$ cat src/rtl/pingpong_dma_pkg.sv
package pingpong_dma_pkg;
  localparam int CMD_ARM_BIT  = 0;
  localparam int CMD_DIR_BIT  = 1;
  localparam int CMD_DONE_BIT = 8;
  localparam int CMD_CUR_BIT  = 16;
  localparam int CMD_BUSY_BIT = 17;
  localparam int NUM_SLOTS    = 2;
  localparam int REG_W        = 32;

  typedef enum logic [1:0] {
    SEL_ADDR = 2'd0,
    SEL_LEN  = 2'd1,
    SEL_CMD  = 2'd2,
    SEL_NONE = 2'd3
  } reg_sel_e;
endpackage

$ cat src/rtl/pingpong_dma_slot.sv
module pingpong_dma_slot
  import pingpong_dma_pkg::*;
#(
  parameter int AW = 32,
  parameter int LW = 16
) (
  input  logic             clk,
  input  logic             rst_n,
  input  logic             wr_en,
  input  reg_sel_e         wr_sel,
  input  logic [REG_W-1:0] wr_data,
  input  logic             step_addr,
  input  logic             step_len,
  input  logic             finish,
  output logic [AW-1:0]    addr,
  output logic [LW-1:0]    len,
  output logic             arm,
  output logic             dir,
  output logic             done
);
  always_ff @(posedge clk or negedge rst_n) begin
    if (!rst_n) begin
      addr <= '0;
      len  <= '0;
      arm  <= 1'b0;
      dir  <= 1'b0;
      done <= 1'b0;
    end else begin
      if (step_addr) addr <= addr + AW'(1);
      if (step_len)  len  <= len - LW'(1);
      if (wr_en) begin
        unique case (wr_sel)
          SEL_ADDR: addr <= wr_data[AW-1:0];
          SEL_LEN:  len  <= wr_data[LW-1:0];
          SEL_CMD: begin
            arm  <= wr_data[CMD_ARM_BIT];
            dir  <= wr_data[CMD_DIR_BIT];
            done <= 1'b0;
          end
          default: ;
        endcase
      end
      if (finish) begin
        arm  <= 1'b0;
        done <= 1'b1;
      end
    end
  end


  len_underflow_chk: assert property (@(posedge clk) disable iff (!rst_n)
    step_len |-> (len != '0));

  finish_armed_chk: assert property (@(posedge clk) disable iff (!rst_n)
    finish |-> arm);
endmodule

$ cat src/rtl/pingpong_dma_mover.sv
module pingpong_dma_mover #(
  parameter int AW = 32,
  parameter int LW = 16
) (
  input  logic          clk,
  input  logic          rst_n,
  input  logic          busy,
  input  logic [AW-1:0] cur_addr,
  input  logic [LW-1:0] cur_len,
  input  logic          cur_dir,
  output logic          mem_req_valid,
  input  logic          mem_req_ready,
  output logic          mem_req_write,
  output logic [AW-1:0] mem_req_addr,
  output logic [7:0]    mem_req_wdata,
  input  logic [7:0]    mem_rsp_rdata,
  input  logic          in_valid,
  input  logic [7:0]    in_data,
  output logic          in_ready,
  output logic          out_valid,
  output logic [7:0]    out_data,
  input  logic          out_ready,
  output logic          step_addr,
  output logic          step_len,
  output logic          finish
);
  logic       hold_full;
  logic [7:0] hold_data;
  logic       len_nz, mem_acc, in_acc, out_acc;

  assign len_nz        = (cur_len != '0);
  assign in_ready      = busy && !cur_dir && !hold_full && len_nz;
  assign mem_req_valid = busy && (cur_dir ? (!hold_full && len_nz) : hold_full);
  assign mem_req_write = !cur_dir;
  assign mem_req_addr  = cur_addr;
  assign mem_req_wdata = hold_data;
  assign out_valid     = busy && cur_dir && hold_full;
  assign out_data      = hold_data;

  assign mem_acc   = mem_req_valid && mem_req_ready;
  assign in_acc    = in_valid && in_ready;
  assign out_acc   = out_valid && out_ready;
  assign step_addr = mem_acc;
  assign step_len  = cur_dir ? out_acc : mem_acc;
  assign finish    = busy && ((step_len && cur_len == LW'(1)) || (!len_nz && !hold_full));

  always_ff @(posedge clk or negedge rst_n) begin
    if (!rst_n) begin
      hold_full <= 1'b0;
      hold_data <= '0;
    end else begin
      if (in_acc) begin
        hold_full <= 1'b1;
        hold_data <= in_data;
      end
      if (mem_acc && cur_dir) begin
        hold_full <= 1'b1;
        hold_data <= mem_rsp_rdata;
      end
      if ((mem_acc && !cur_dir) || out_acc) hold_full <= 1'b0;
    end
  end


  mem_hold_chk: assert property (@(posedge clk) disable iff (!rst_n)
    (mem_req_valid && !mem_req_ready) |=>
      (mem_req_valid && $stable(mem_req_addr) && $stable(mem_req_wdata)));

  out_hold_chk: assert property (@(posedge clk) disable iff (!rst_n)
    (out_valid && !out_ready) |=> (out_valid && $stable(out_data)));
endmodule

$ cat src/rtl/pingpong_dma_chan.sv
module pingpong_dma_chan
  import pingpong_dma_pkg::*;
#(
  parameter int AW = 32,
  parameter int LW = 16
) (
  input  logic          clk,
  input  logic          rst_n,
  input  logic          reg_we,
  input  logic [4:0]    reg_addr,
  input  logic [31:0]   reg_wdata,
  output logic [31:0]   reg_rdata,
  output logic          mem_req_valid,
  input  logic          mem_req_ready,
  output logic          mem_req_write,
  output logic [AW-1:0] mem_req_addr,
  output logic [7:0]    mem_req_wdata,
  input  logic [7:0]    mem_rsp_rdata,
  input  logic          in_valid,
  input  logic [7:0]    in_data,
  output logic          in_ready,
  output logic          out_valid,
  output logic [7:0]    out_data,
  input  logic          out_ready,
  output logic          irq
);
  logic          busy_q, cur_q, irq_q;
  logic [AW-1:0] s_addr [NUM_SLOTS];
  logic [LW-1:0] s_len  [NUM_SLOTS];
  logic          s_arm  [NUM_SLOTS];
  logic          s_dir  [NUM_SLOTS];
  logic          s_done [NUM_SLOTS];
  logic          step_addr, step_len, finish;
  reg_sel_e      sel;
  logic          slot_idx, other, cmd_wr;

  assign sel      = reg_sel_e'(reg_addr[3:2]);
  assign slot_idx = reg_addr[4];
  assign other    = ~cur_q;
  assign cmd_wr   = reg_we && (sel == SEL_CMD);
  assign irq      = irq_q;

  for (genvar g = 0; g < NUM_SLOTS; g++) begin : g_slot
    logic mine;
    assign mine = (cur_q == 1'(g));
    pingpong_dma_slot #(.AW(AW), .LW(LW)) u_slot (
      .clk       (clk),
      .rst_n     (rst_n),
      .wr_en     (reg_we && (slot_idx == 1'(g)) && !(busy_q && mine)),
      .wr_sel    (sel),
      .wr_data   (reg_wdata),
      .step_addr (step_addr && busy_q && mine),
      .step_len  (step_len && busy_q && mine),
      .finish    (finish && mine),
      .addr      (s_addr[g]),
      .len       (s_len[g]),
      .arm       (s_arm[g]),
      .dir       (s_dir[g]),
      .done      (s_done[g])
    );
  end

  pingpong_dma_mover #(.AW(AW), .LW(LW)) u_mover (
    .clk           (clk),
    .rst_n         (rst_n),
    .busy          (busy_q),
    .cur_addr      (s_addr[cur_q]),
    .cur_len       (s_len[cur_q]),
    .cur_dir       (s_dir[cur_q]),
    .mem_req_valid (mem_req_valid),
    .mem_req_ready (mem_req_ready),
    .mem_req_write (mem_req_write),
    .mem_req_addr  (mem_req_addr),
    .mem_req_wdata (mem_req_wdata),
    .mem_rsp_rdata (mem_rsp_rdata),
    .in_valid      (in_valid),
    .in_data       (in_data),
    .in_ready      (in_ready),
    .out_valid     (out_valid),
    .out_data      (out_data),
    .out_ready     (out_ready),
    .step_addr     (step_addr),
    .step_len      (step_len),
    .finish        (finish)
  );

  always_ff @(posedge clk or negedge rst_n) begin
    if (!rst_n) begin
      busy_q <= 1'b0;
      cur_q  <= 1'b0;
      irq_q  <= 1'b0;
    end else begin
      if (cmd_wr) irq_q <= 1'b0;
      if (finish) begin
        cur_q <= other;
        if (!s_arm[other]) begin
          busy_q <= 1'b0;
          irq_q  <= 1'b1;
        end
      end else if (!busy_q) begin
        if (s_arm[cur_q]) begin
          busy_q <= 1'b1;
        end else if (s_arm[other]) begin
          cur_q  <= other;
          busy_q <= 1'b1;
        end
      end
    end
  end

  always_comb begin
    reg_rdata = '0;
    unique case (sel)
      SEL_ADDR: reg_rdata[AW-1:0] = s_addr[slot_idx];
      SEL_LEN:  reg_rdata[LW-1:0] = s_len[slot_idx];
      SEL_CMD: begin
        reg_rdata[CMD_ARM_BIT]  = s_arm[slot_idx];
        reg_rdata[CMD_DIR_BIT]  = s_dir[slot_idx];
        reg_rdata[CMD_DONE_BIT] = s_done[slot_idx];
        reg_rdata[CMD_CUR_BIT]  = cur_q;
        reg_rdata[CMD_BUSY_BIT] = busy_q;
      end
      default: ;
    endcase
  end


  start_armed_chk: assert property (@(posedge clk) disable iff (!rst_n)
    $rose(busy_q) |-> s_arm[cur_q]);

  irq_idle_chk: assert property (@(posedge clk) disable iff (!rst_n)
    $rose(irq_q) |-> !busy_q);

  req_needs_busy_chk: assert property (@(posedge clk) disable iff (!rst_n)
    (in_ready || mem_req_valid || out_valid) |-> busy_q);
endmodule

$ cat config.mk
export PLATFORM = sky130hd
export DESIGN_NAME = pingpong_dma_chan
export DESIGN_NICKNAME = d
export VERILOG_FILES = /design/src/rtl/pingpong_dma_pkg.sv /design/src/rtl/pingpong_dma_slot.sv /design/src/rtl/pingpong_dma_mover.sv /design/src/rtl/pingpong_dma_chan.sv
export SDC_FILE = /design/constraint.sdc
export NUM_CORES = 1
export LEC_CHECK = 0
export BUFFER_PORTS_ARGS = -buffer_cell sky130_fd_sc_hd__clkbuf_2
export CAP_MARGIN = 0
export CORE_MARGIN = 5
export CORE_UTILIZATION = 35
export CTS_CLUSTER_SIZE = 14
export DETAILED_ROUTE_END_ITERATION = 8
export GPL_TIMING_DRIVEN = 0
export MAX_ROUTING_LAYER = met4
export PLACE_DENSITY = 0.57
export SLEW_MARGIN = 25
export SYNTH_ARGS = -nofsm -noshare
export SYNTH_HDL_FRONTEND = slang
export SYNTH_SLANG_ARGS = --single-unit
$ cat constraint.sdc
create_clock -name clk -period 1.9 [get_ports clk]
set_input_delay 0.285 -clock clk [delete_from_list [all_inputs] [get_ports clk]]
set_output_delay 0.285 -clock clk [all_outputs]
set_load 0.02 [all_outputs]
---- Word level (Yosys, flattened, before mapping) ----
Index checks and enable logic that the tools add are counted.
storage, ports and cells
  register bits after elaboration ......... 114
  bits of input ports ..................... 59
  output and inout port bits .............. 85
  logic and storage cells ................. 161
operators by class
  add/subtract/negate cells ............... 4
  $lt $le $gt $ge ......................... 3
  equal/unequal tests ..................... 6
  muxes and demuxes ....................... 77
  bitwise operators ....................... 5
  reduce and logical (&&, ||, !) cells .... 51
operators by type and width
  operator                                                              count
  32-bit 2-to-1 mux                                                     12
  16-bit 2-to-1 mux                                                     12
  32-bit by 1-bit adder with 32-bit output, second input constant       2
  1-bit 2-to-1 mux                                                      45
  16-bit by 1-bit subtractor with 16-bit output, second input constant  2
  1-bit logical AND                                                     30
  16-bit by 1-bit == test with 1-bit output, second input constant      1
  8-bit 2-to-1 mux                                                      2
  16-bit nonzero test                                                   1
  14-bit 2-to-1 mux                                                     1
  7-bit one-hot mux with 2 select lines                                 1
  6-bit one-hot mux with 2 select lines                                 1
  2-bit nonzero test                                                    6
  2-bit AND reduction                                                   4
  2-bit >= comparator, second input constant                            3
  1-bit inverter with 2-bit output                                      3
  2-bit one-hot mux with 3 select lines                                 1
  1-bit logical NOT                                                     5
  2-bit != test, second input constant                                  2
  2-bit one-hot mux with 2 select lines                                 1
  1-bit one-hot mux with 3 select lines                                 1
  3-bit AND reduction                                                   1
  3-bit nonzero test                                                    1
  2-bit by 1-bit == test with 1-bit output, second input constant       1
  5 further kinds                                                       7

---- Longest topological paths before layout ----
Gate-level depths: netlist of run 1.
  word-level depth ........................ 16
  gate-level depth with buffers ........... 8

---- Hierarchy ----
From an unflattened synthesis of run 1, not the netlist that was laid out.
unflattened totals
  cells, all modules ...................... 874
  area total of the unflattened synthesis .. 8022.7 µm²
modules (own cells, without submodules)
  module                                 instances  cells each  area each (µm²)
  pingpong_dma_slot at g_slot[1].u_slot  1          307         2790.2
  pingpong_dma_slot at g_slot[0].u_slot  1          298         2733.9
  pingpong_dma_chan                      1          172         1634.1
  pingpong_dma_mover                     1          97          864.6

---- Least setup slack after synthesis of run 1 ----
Ideal clock, no wire load.
  path kind ............................... register -> register
  start point ............................. register g_slot[1].u_slot.len[10]
  end point ............................... register g_slot[0].u_slot.addr[24]
  library setup time ...................... 137 ps
  data arrival time ....................... 1846 ps
  required time ........................... 1763 ps
  setup slack ............................. -83 ps
  stages on the path, launching flop included .. 8
  path buffers ............................ 1
  period minus slack after synthesis ...... 1983 ps
  cells stage by stage .................... dfrtp_1 -> nor4_2 -> nand4_1 -> a211oi_2 -> buf_4 -> nand4b_1 -> xor2_1 -> a21oi_1
on the way
  longest elaborated chain between the ends .. 13
RTL lines
  item                                                     line                      text
  start, declared                                          pingpong_dma_slot.sv:16   output logic [LW-1:0] len,
  start signal, assigned                                   pingpong_dma_slot.sv:30   if (step_len) len <= len - LW'(1);
  start signal, assigned                                   pingpong_dma_slot.sv:34   SEL_LEN: len <= wr_data[LW-1:0];
  16-bit 2-to-1 mux (not written as such) * (3 in series)  pingpong_dma_chan.sv:68   .cur_len (s_len[cur_q]),
  16-bit nonzero test *                                    pingpong_dma_mover.sv:31  assign len_nz = (cur_len != '0);
  1-bit logical AND *                                      pingpong_dma_mover.sv:33  assign mem_req_valid = busy && (cur_dir ? (!hold_full && len_nz) : hold_full);
  1-bit 2-to-1 mux *                                       pingpong_dma_mover.sv:33
  1-bit logical AND *                                      pingpong_dma_mover.sv:33
  1-bit logical AND *                                      pingpong_dma_mover.sv:40  assign mem_acc = mem_req_valid && mem_req_ready;
  1-bit logical AND * (2 in series)                        pingpong_dma_chan.sv:52   .step_addr (step_addr && busy_q && mine),
  32-bit 2-to-1 mux *                                      pingpong_dma_slot.sv:29   if (step_addr) addr <= addr + AW'(1);
  32-bit 2-to-1 mux                                        pingpong_dma_slot.sv:32   unique case (wr_sel)
  32-bit 2-to-1 mux *                                      pingpong_dma_slot.sv:31   if (wr_en) begin
  end signal, assigned                                     pingpong_dma_slot.sv:29
  end signal, assigned                                     pingpong_dma_slot.sv:33   SEL_ADDR: addr <= wr_data[AW-1:0];
  end, declared                                            pingpong_dma_slot.sv:15   output logic [AW-1:0] addr,
Every way passes the cells marked *; elsewhere a longest branch is shown, timed or not. The select of a mux whose other input is x is not followed.
A chain may end at the register's enable or synchronous reset.

---- Worst setup path in the final report of run 1 ----
  start point ............................. register g_slot[0].u_slot.len[2]
  end point ............................... output port mem_req_valid
on the way
  longest elaborated chain between the ends .. 7
RTL lines
  item                                                   line                      text
  start, declared                                        pingpong_dma_slot.sv:16
  start signal, assigned                                 pingpong_dma_slot.sv:30
  start signal, assigned                                 pingpong_dma_slot.sv:34
  16-bit 2-to-1 mux (not written as such) (3 in series)  pingpong_dma_chan.sv:68
  16-bit nonzero test                                    pingpong_dma_mover.sv:31
  1-bit logical AND                                      pingpong_dma_mover.sv:33
  1-bit 2-to-1 mux                                       pingpong_dma_mover.sv:33
  1-bit logical AND                                      pingpong_dma_mover.sv:33
  end, declared                                          pingpong_dma_chan.sv:13   output logic mem_req_valid,
No other way between the ends. The select of a mux whose other input is x is not followed.

==> results of run 1 <==
-- cells by family (layout without fill, tap and decap cells) --
family,count (synthesis),after routing,synth area share
AO/OA/AOI/OAI,141,142,0.1046
XOR/XNOR,92,92,0.1015
adder cells (fa/ha/maj),4,4,0.006304
buffers and inverters,65,339,0.03783
flip-flops,114,114,0.3593
multiplexers,77,77,0.1259
AND/OR/NAND/NOR,381,381,0.2645
-- worst max-delay path, delay by kind of cell, from the launching register on --
| family | cells | cell delay, ns |
|---|---|---|
| buffers and inverters | 3 | 0.44 |
| DFF | 1 | 0.44 |
| and+or+nand+nor | 2 | 0.38 |
| AOI/OAI and AO/OA | 2 | 0.36 |
-- per-stage QoR --
step	TNS [ns]	hold WS [ns]	cells
floorplan	-0.4301	-0.01059	874
global route	-40.91	0.08888	1434
finish	-31.41	0.07656	1434
CTS	-27.63	0.07189	1394
detailed placement	-80.44	0.3104	1299
global placement	-234.31	0.4565	1298
-- layer usage --
metal / global-route usage / vias up
li1: - / 3651
met1: 0.3115 / 4016
met2: 0.3782 / 371
met3: 0.03669 / 69
met4: 0.07939 / 0
met5: - / -
-- synth_stat cells, types with 19 or more instances --
cell type,instances
clkbuf_1,31
nor2b_1,19
dfrtp_1,114
xnor2_1,57
xor2_1,35
nor3_1,26
mux2_2,36
nand3_1,31
o21ai_0,32
nand2_1,85
nor2_1,106
a21oi_1,68
mux2i_1,25
-- what timing repair did --
item	CTS	global route
hold buffers	1	0
endpoints found under the hold margin	56	0
buffers inserted	64	45
pin swaps	77	105
endpoints found under the setup margin	179	171
cloned	4	5
resized for setup	298	287
-- power by group --
part           internal (W)  switching [W]
logic               0.00586        0.00557
registers           0.00367        0.00199
clock network       0.00209        0.00130
-- layout make-up --
cell class | instances | area, um2
clock buffers | 19 | 442.9
clock inverters | 13 | 161.4
multi-input cells | 696 | 5995
plain buffers | 52 | 469.2
well taps | 285 | 356.6
fillers | 1901 | 10010
inverters | 7 | 26.28
flip-flops and latches | 114 | 2890
repair buffers | 248 | 2155
-- sequential cells by signal, indices dropped and copies added, names as in the netlist --
name,cells
g_slot.u_slot.len,32
g_slot.u_slot.dir,2
g_slot.u_slot.addr,64
busy_q,1
g_slot.u_slot.done,2
cur_q,1
g_slot.u_slot.arm,2
irq,1
u_mover.hold_full,1
u_mover.mem_req_wdata,8
-- final timing paths --
check	slack, ns	from	end	cells past startpoint
worst max-delay path	-0.44	g_slot[0].u_slot.len[2]$_DFF_PN0_	mem_req_valid	7
worst min-delay path	0.08	reg_wdata[18]	g_slot[1].u_slot.addr[18]$_DFF_PN0_	3
worst max register to register	-0.40	g_slot[0].u_slot.len[13]$_DFF_PN0_	g_slot[1].u_slot.addr[9]$_DFF_PN0_	10
worst min register to register	0.48	irq$_DFF_PN0_	irq$_DFF_PN0_	2
max in group asynchronous	0.76	rst_n	g_slot[0].u_slot.len[11]$_DFF_PN0_	3
min in group asynchronous	0.42	rst_n	u_mover.mem_req_wdata[5]$_DFFE_PN0P_	2
==> flow_summary.ini, run 1 <==
[yosys]
synthCells = 874
ys_seq_area_frac = 0.3593
synth_top_area_cell = dfrtp_1
synth-seq-cells = 114
synth_edf_count = 0
synth_top_area_frac = 0.3593
yosys_warnings = 0
synth_cell_types = 59
synth_nets = 937
yosys-top-cells-area = dfrtp_1 (36%), xnor2_1 (6.3%), mux2_2 (5.1%)
syn_area_per_cell_um2 = 9.083
netlist_area_um2 = 7939
synth-async-reset-ratio = 1.000
synth_ff_type = dfrtp_1

[floorplanning]
die_area_um2 = 25790
placementRows = 55
core-area_um2 = 22500
initial_core_util = 0.3528
die_w_um = 160.6
top_level_ports = 144
dieHeight_um = 160.6

[power_and_ir_drop]
p_leak_nw = 5.034
vdd_drop_max_uv = 893.0
power_w = 0.02047
cellPowerDensity_nw_per_um2 = 1638

[finish]
drive_gt1_frac = 0.5039
nets = 1199
final_core_util = 0.5553
final_common_cell = clkbuf_2
final_cell_mix = clkbuf_2 (103), buf_6 (91), nor2_1 (89)
postLayoutCellArea_um2 = 12500
syn2layout_area_growth_pct = 57.40
antennaDiodeCount = 0

[sta]
rsz0062_at_grt = true
fin_crit_ns = 2.337
drv_slew = 0
setup_violations = 147
post-route-period-util = 1.230
clock.fmax_mhz = 427.9
setup_ws_ns = -0.4369
max_slew_margin = 0.6144
worst_pin_slew_ns = 0.5784
fin_skew_ns = 0.009346
finalHoldViolCount = 0

[placed_design]
post-dp-hpwl_um = 20940
placedInstanceArea_um2 = 9051
dp_worst_setup_slack_ns = -0.7264
place_congestion = 0.8789
port_buffers = 139

[run]
max_cap_viol_count = 0

[global_routing]
grt_max_degree = 59
track_usage = 0.2377
grt_pass1_wl_um = 46350
antenna_found_initial = 0
overflow = 0
grt_pass1_vias = 7892

[clocking]
cts_buffers = 17
cts_num_sinks = 114
cts-root-buf = clkbuf_16
clk_latency_ns = 0.43
cts_max_path_buffers = 2
cts_tree = yes
clk_pin_slew_worst_paths_ns = 0.06
cts.htree.levels = 4

[setup_path]
critPathMaxStageDelay_ns = 0.44
critPathKind = register to output port
arrival_ns = 2.05
cp_common_cell = buf_6
critPathSlowestCell = dfrtp_2
required_ns = 1.62
cp-start-kind = register
critPathMaxFanout = 4
endpoint_kind = output port
crit_chain = nor4_4 > a22oi_2 > buf_6 > a211oi_4 > buf_6 > nor2_4 > buf_8

[detailed_routing]
drc = 0
vias = 8107
drt_iter0_drc = 614
drt_first_pass_iters = 5
met2_length_um = 15210
drt-wirelength-per-cell_um = 21.99
routed.top_layer = met4
viasPerCell = 5.653
drtAntennaViolNets = 0
wl_met1_um = 13230
wirelength_um = 31540
met3WireLength_um = 2292

[outcome]
violations = setup timing
outcome = finished, violations left

[min_path]
worstHoldPathType = input port to register
(Power assumes the default switching activity.)
==> run 2, diff against run 1 <==
Settings changed: PLACE_DENSITY 0.57 to 0.55, REMOVE_ABC_BUFFERS from default to 1.
Clock period 1.9 ns to 2.75 ns, I/O delays scaled along.
==> run 2 against run 1 <==
- non-clock buffer count fell by 126
- wire length decreased by 18%
- sequential power down 33%
- largest power group unchanged
- worst hold slack improved by 0.15 ns
- the run now ends clean
- highest routed layer unchanged
- register-to-register slack better by 0.54 ns
==> flow_summary.ini, run 2 (synthesis results as in run 1) <==
[clocking]
cts_num_sinks = 114
clk_latency_ns = 0.41
cts-root-buf = clkbuf_16
cts_max_path_buffers = 2
cts.htree.levels = 4
cts_buffers = 17
clk_pin_slew_worst_paths_ns = 0.06
cts_tree = yes

[sta]
max_slew_margin = 0.4524
worst_pin_slew_ns = 0.8213
drv_slew = 0
finalHoldViolCount = 0
fin_crit_ns = 2.671
setup-tns-final_ns = 0
setup_violations = 0
post-route-period-util = 0.9713
clock.fmax_mhz = 374.4
fin_skew_ns = 0.007428
rsz0062_at_grt = true

[setup_path]
critPathMaxFanout = 4
crit_start = g_slot[1].u_slot.len[8]$_DFF_PN0_
required_ns = 2.34
r2r_start = g_slot[1].u_slot.len[8]$_DFF_PN0_
critPathKind = register to output port
r2r_end = g_slot[0].u_slot.addr[31]$_DFF_PN0_
arrival_ns = 2.26
endpoint_kind = output port
cp-start-kind = register
rrSetupSlack_ns = 0.14
reg2reg_depth = 10

[finish]
nets = 1072
final_core_util = 0.4348
regMostFlops = g_slot.u_slot.addr
largest_reg_flops = 64
fillerInstances = 2257
syn2layout_area_growth_pct = 23.23
final_cell_mix = clkbuf_2 (137), dfrtp_1 (111), nor2_1 (104)
drive_gt1_frac = 0.2955
antennaDiodeCount = 0
final_common_cell = clkbuf_2
postLayoutCellArea_um2 = 9783

[floorplanning]
die_w_um = 160.6
core-area_um2 = 22500
dieHeight_um = 160.6
die_area_um2 = 25790
initial_core_util = 0.3528
top_level_ports = 144
placementRows = 55

[power_and_ir_drop]
p_leak_nw = 3.928
cellPowerDensity_nw_per_um2 = 1144
vdd_drop_max_uv = 398.9

[detailed_routing]
wirelength_um = 25740
drt-wirelength-per-cell_um = 19.69
viasPerCell = 5.399
vias = 7056
drt_first_pass_iters = 5
drtAntennaViolNets = 0
drt_iter0_drc = 508
drc = 0

[placed_design]
port_buffers = 141
place_congestion = 0.8434
placedInstanceArea_um2 = 8907
post-dp-hpwl_um = 18380

[global_routing]
track_usage = 0.2047
overflow = 0
grt_pass1_vias = 6990
grt_max_degree = 65
antenna_found_initial = 0
grt_pass1_wl_um = 40270

[min_path]
hp-start = reg_wdata[31]
worstHoldPathType = input port to register
worst_hold_path.num_cells = 3
holdPathEnd = g_slot[1].u_slot.addr[31]$_DFF_PN0_

[outcome]
outcome = completed

[run]
max_cap_viol_count = 0
==> run 2: cell types whose count changed in the layout (fill, tap and decap cells not counted), sizes merged <==
cell | before | now
clkbuf | 136 | 161
buf | 182 | 34
clkinv | 6 | 5
o21ai | 41 | 40
bufinv | 3 | 2
clkinvlp | 4 | 3
==> run 2: per-stage QoR <==
| step | cells | power, W | hold WS [ns] | setup slack (ns) |
|---|---|---|---|---|
| floorplan | 816 | 0.006926 | 0.1169 | -0.8033 |
| global placement | 1242 | 0.008618 | 0.4625 | -2.734 |
| detailed placement | 1251 | 0.008700 | 0.4349 | -0.3897 |
| CTS | 1294 | 0.01116 | 0.2061 | 0.009232 |
| global route | 1307 | 0.01191 | 0.2200 | -0.02852 |
| finish | 1307 | 0.01119 | 0.2217 | 0.07898 |
==> run 2: area by class of cell <==
cell class                 instances  area [um2]  share of cell area
sequential                       114        2859              0.2922
tap                              285       356.6             0.03645
timing repair buffer             174        1060              0.1083
inverter                           7       26.28            0.002686
clock inverter                    10       107.6             0.01100
clock buffer                      22       474.2             0.04847
multi-input combinational        695        4900              0.5008
==> run 2: worst max-delay path by stage <==
stage / end / slack [ns] / depth (start not counted)
3_5_place_dp: mem_req_valid / -0.39 / 5
3_3_place_gp: g_slot[1].u_slot.len[9]$_DFF_PN0_ / -2.73 / 4
6_report: mem_req_valid / 0.08 / 7
4_1_cts: in_ready / 0.009 / 7
5_1_grt: in_ready / -0.03 / 7
2_1_floorplan: g_slot[0].u_slot.addr[1]$_DFF_PN0_ / -0.80 / 6
==> run 2: metal layers <==
| layer | track usage | part of all wire | vias up |
|---|---|---|---|
| li1 | - | - | 3378 |
| met2 | 0.3283 | 0.47 | 198 |
| met1 | 0.2776 | 0.47 | 3456 |
| met5 | - | 0 | - |
| met3 | 0.02977 | 0.042 | 24 |
| met4 | 0.04224 | 0.011 | 0 |
==> run 2: timing repair <==
item,4_1_cts,5_1_grt
hold buffers,1,0
setup endpoints to repair,86,12
hold endpoints to repair,22,0
resized for setup,11,10
pin swaps,2,7
setup buffers,10,13
==> run 2: power breakdown <==
group / internal (W) / leakage, nW / switching, W / total (W)
clock network: 0.00140 / 0.282 / 0.000807 / 0.00220
registers: 0.00250 / 1.36 / 0.00130 / 0.00380
logic: 0.00234 / 2.28 / 0.00286 / 0.00519
==> run 2: critical path, stage by stage, from the launching register on <==
cell	delay (ns)
dfrtp_2	0.44
nor4_4	0.31
nand4_1	0.27
buf_6	0.22
a211oi_4	0.28
buf_6	0.15
nor2_4	0.03
buf_6	0.15
==> run 3, diff against run 2 <==
Settings changed: CELL_PAD_IN_SITES_DETAIL_PLACEMENT from default to 1, CELL_PAD_IN_SITES_GLOBAL_PLACEMENT from default to 1, PLACE_DENSITY 0.55 to 0.69.
==> run 3 against run 2 <==
- non-clock buffer count decreased by 3
- via count rose by 2.9%
- worst hold slack got worse by 0.0017 ns
- sequential power up 2%
- setup slack hardly changed
- combinational power about the same
- global-route usage grew 1.8 points
- clock-buffer cell count is the same
- sequential share of layout area is essentially flat
- die area is the same
- first-iteration DRC count down 14%
- core utilization is 0.072 points lower
- largest cell class unchanged
- highest routed layer unchanged
==> flow_summary.ini, run 3 (synthesis results as in run 1) <==
[clocking]
cts_buffers = 17
clk_pin_slew_worst_paths_ns = 0.05
cts-root-buf = clkbuf_16
cts_tree = yes
cts_num_sinks = 114
cts.htree.levels = 4
clk_latency_ns = 0.42
cts_max_path_buffers = 2

[global_routing]
track_usage = 0.2226
grt_pass1_vias = 7708
use_met3 = 0.03259
grtUsageMet2 = 0.3624
overflow = 0
use_met1 = 0.2949
grt_max_degree = 76
grt_pass1_wl_um = 44130
antenna_found_initial = 0
top_usage_layer = met2

[finish]
syn2layout_area_growth_pct = 23.03
final_cell_mix = clkbuf_2 (139), dfrtp_1 (113), nor2_1 (105)
final_common_cell = clkbuf_2
drive_gt1_frac = 0.2924
postLayoutCellArea_um2 = 9767
nets = 1069
largest_reg_flops = 64
antennaDiodeCount = 0
regMostFlops = g_slot.u_slot.addr

[setup_path]
critPathMaxFanout = 4
critPathSlowestCell = dfrtp_1
crit_chain = nor4_4 > nand4_1 > buf_4 > buf_4 > a211oi_4 > buf_6 > nor2_1 > clkbuf_2
r2r_start = cur_q$_DFFE_PN0P_
cp_common_cell = buf_4
reg2reg_depth = 8
endpoint_kind = output port
rrSetupSlack_ns = 0.15
cp-start-kind = register
critPathMaxStageDelay_ns = 0.44
critPathKind = register to output port
r2r_end = g_slot[1].u_slot.addr[24]$_DFF_PN0_
required_ns = 2.34
arrival_ns = 2.26

[sta]
worst_pin_slew_ns = 0.8042
clock.fmax_mhz = 374.4
setup-tns-final_ns = 0
max_slew_margin = 0.4639
drv_slew = 0
fin_crit_ns = 2.671
post-route-period-util = 0.9712
finalHoldViolCount = 0
fin_skew_ns = 0.006750
rsz0062_at_grt = false
setup_violations = 0

[floorplanning]
die_w_um = 160.6
dieHeight_um = 160.6
core-area_um2 = 22500
initial_core_util = 0.3528
die_area_um2 = 25790
top_level_ports = 144
placementRows = 55

[detailed_routing]
drt_first_pass_iters = 4
viasPerCell = 5.568
wirelength_um = 27700
drt-wirelength-per-cell_um = 21.25
drc = 0
drtAntennaViolNets = 0
drt_iter0_drc = 439
vias = 7261

[placed_design]
place_congestion = 0.8318
port_buffers = 141
post-dp-hpwl_um = 19880
placedInstanceArea_um2 = 8891

[min_path]
hp-start = reg_wdata[31]
holdPathEnd = g_slot[1].u_slot.addr[31]$_DFF_PN0_
worst_hold_path.num_cells = 3
worstHoldPathType = input port to register

[power_and_ir_drop]
cellPowerDensity_nw_per_um2 = 1160
vdd_drop_max_uv = 393.2
power_w = 0.01133
p_leak_nw = 3.928

[outcome]
outcome = completed

[run]
max_cap_viol_count = 0
[run 3: changes by cell type in the layout (fill, tap and decap cells not counted), sizes merged]
cell / previous run / this run
clkbuf: 161 / 163
clkinvlp: 3 / 1
buf: 34 / 29
clkinv: 5 / 7
[run 3: repair_timing]
action	in CTS	in global routing
endpoints found under the hold margin	39	0
resized for setup	11	4
endpoints found under the setup margin	81	16
pin swaps	4	3
setup buffers	13	7
hold buffers	1	0
[run 3: worst max-delay path by stage]
| stage | from | endpoint | slack [ns] | cells after the start |
|---|---|---|---|---|
| 2_1_floorplan | cur_q$_DFFE_PN0P_ | g_slot[0].u_slot.addr[1]$_DFF_PN0_ | -0.80 | 6 |
| 3_3_place_gp | cur_q$_DFFE_PN0P_ | g_slot[0].u_slot.addr[1]$_DFF_PN0_ | -2.59 | 5 |
| 3_5_place_dp | cur_q$_DFFE_PN0P_ | mem_req_valid | -0.41 | 5 |
| 4_1_cts | cur_q$_DFFE_PN0P_ | g_slot[1].u_slot.len[11]$_DFF_PN0_ | 0.005 | 6 |
| 5_1_grt | cur_q$_DFFE_PN0P_ | in_ready | 0.006 | 6 |
| 6_report | g_slot[1].u_slot.len[10]$_DFF_PN0_ | mem_req_valid | 0.08 | 8 |
[run 3: power breakdown]
group	internal, W	switching [W]
Clock	0.00142	0.000826
Sequential	0.00249	0.00137
Combinational	0.00230	0.00292
[run 3: layer usage]
metal  vias up  wire length [um]
li1       3367                 -
met1      3678             12930
met2       187             13210
met3        29              1214
met4         0               353
met5         -                 0
[run 3: per-stage QoR]
step,hold slack [ns],util,worst slack [ns],instances
global placement,0.4527,0.3878,-2.593,1242
detailed placement,0.3742,0.3951,-0.4118,1251
global route,0.2269,0.4340,0.006459,1304
floorplan,0.1169,-,-0.8033,816
CTS,0.2003,0.4300,0.005297,1297
finish,0.2200,0.4340,0.07910,1304
[run 3: layout make-up]
class	instances	area, um2
clock inverters	10	106.4
clock buffers	22	484.2
well taps	285	356.6
repair buffers	171	1023
multi-input cells	695	4913
inverters	7	26.28
fillers	2619	12740
flip-flops and latches	114	2856
[run 3: critical path, delay by kind of cell (launching register included)]
| kind | cells | cell delay [ns] |
|---|---|---|
| simple gates | 3 | 0.52 |
| compound gates | 1 | 0.24 |
| flops | 1 | 0.44 |
| buf+inv | 4 | 0.64 |
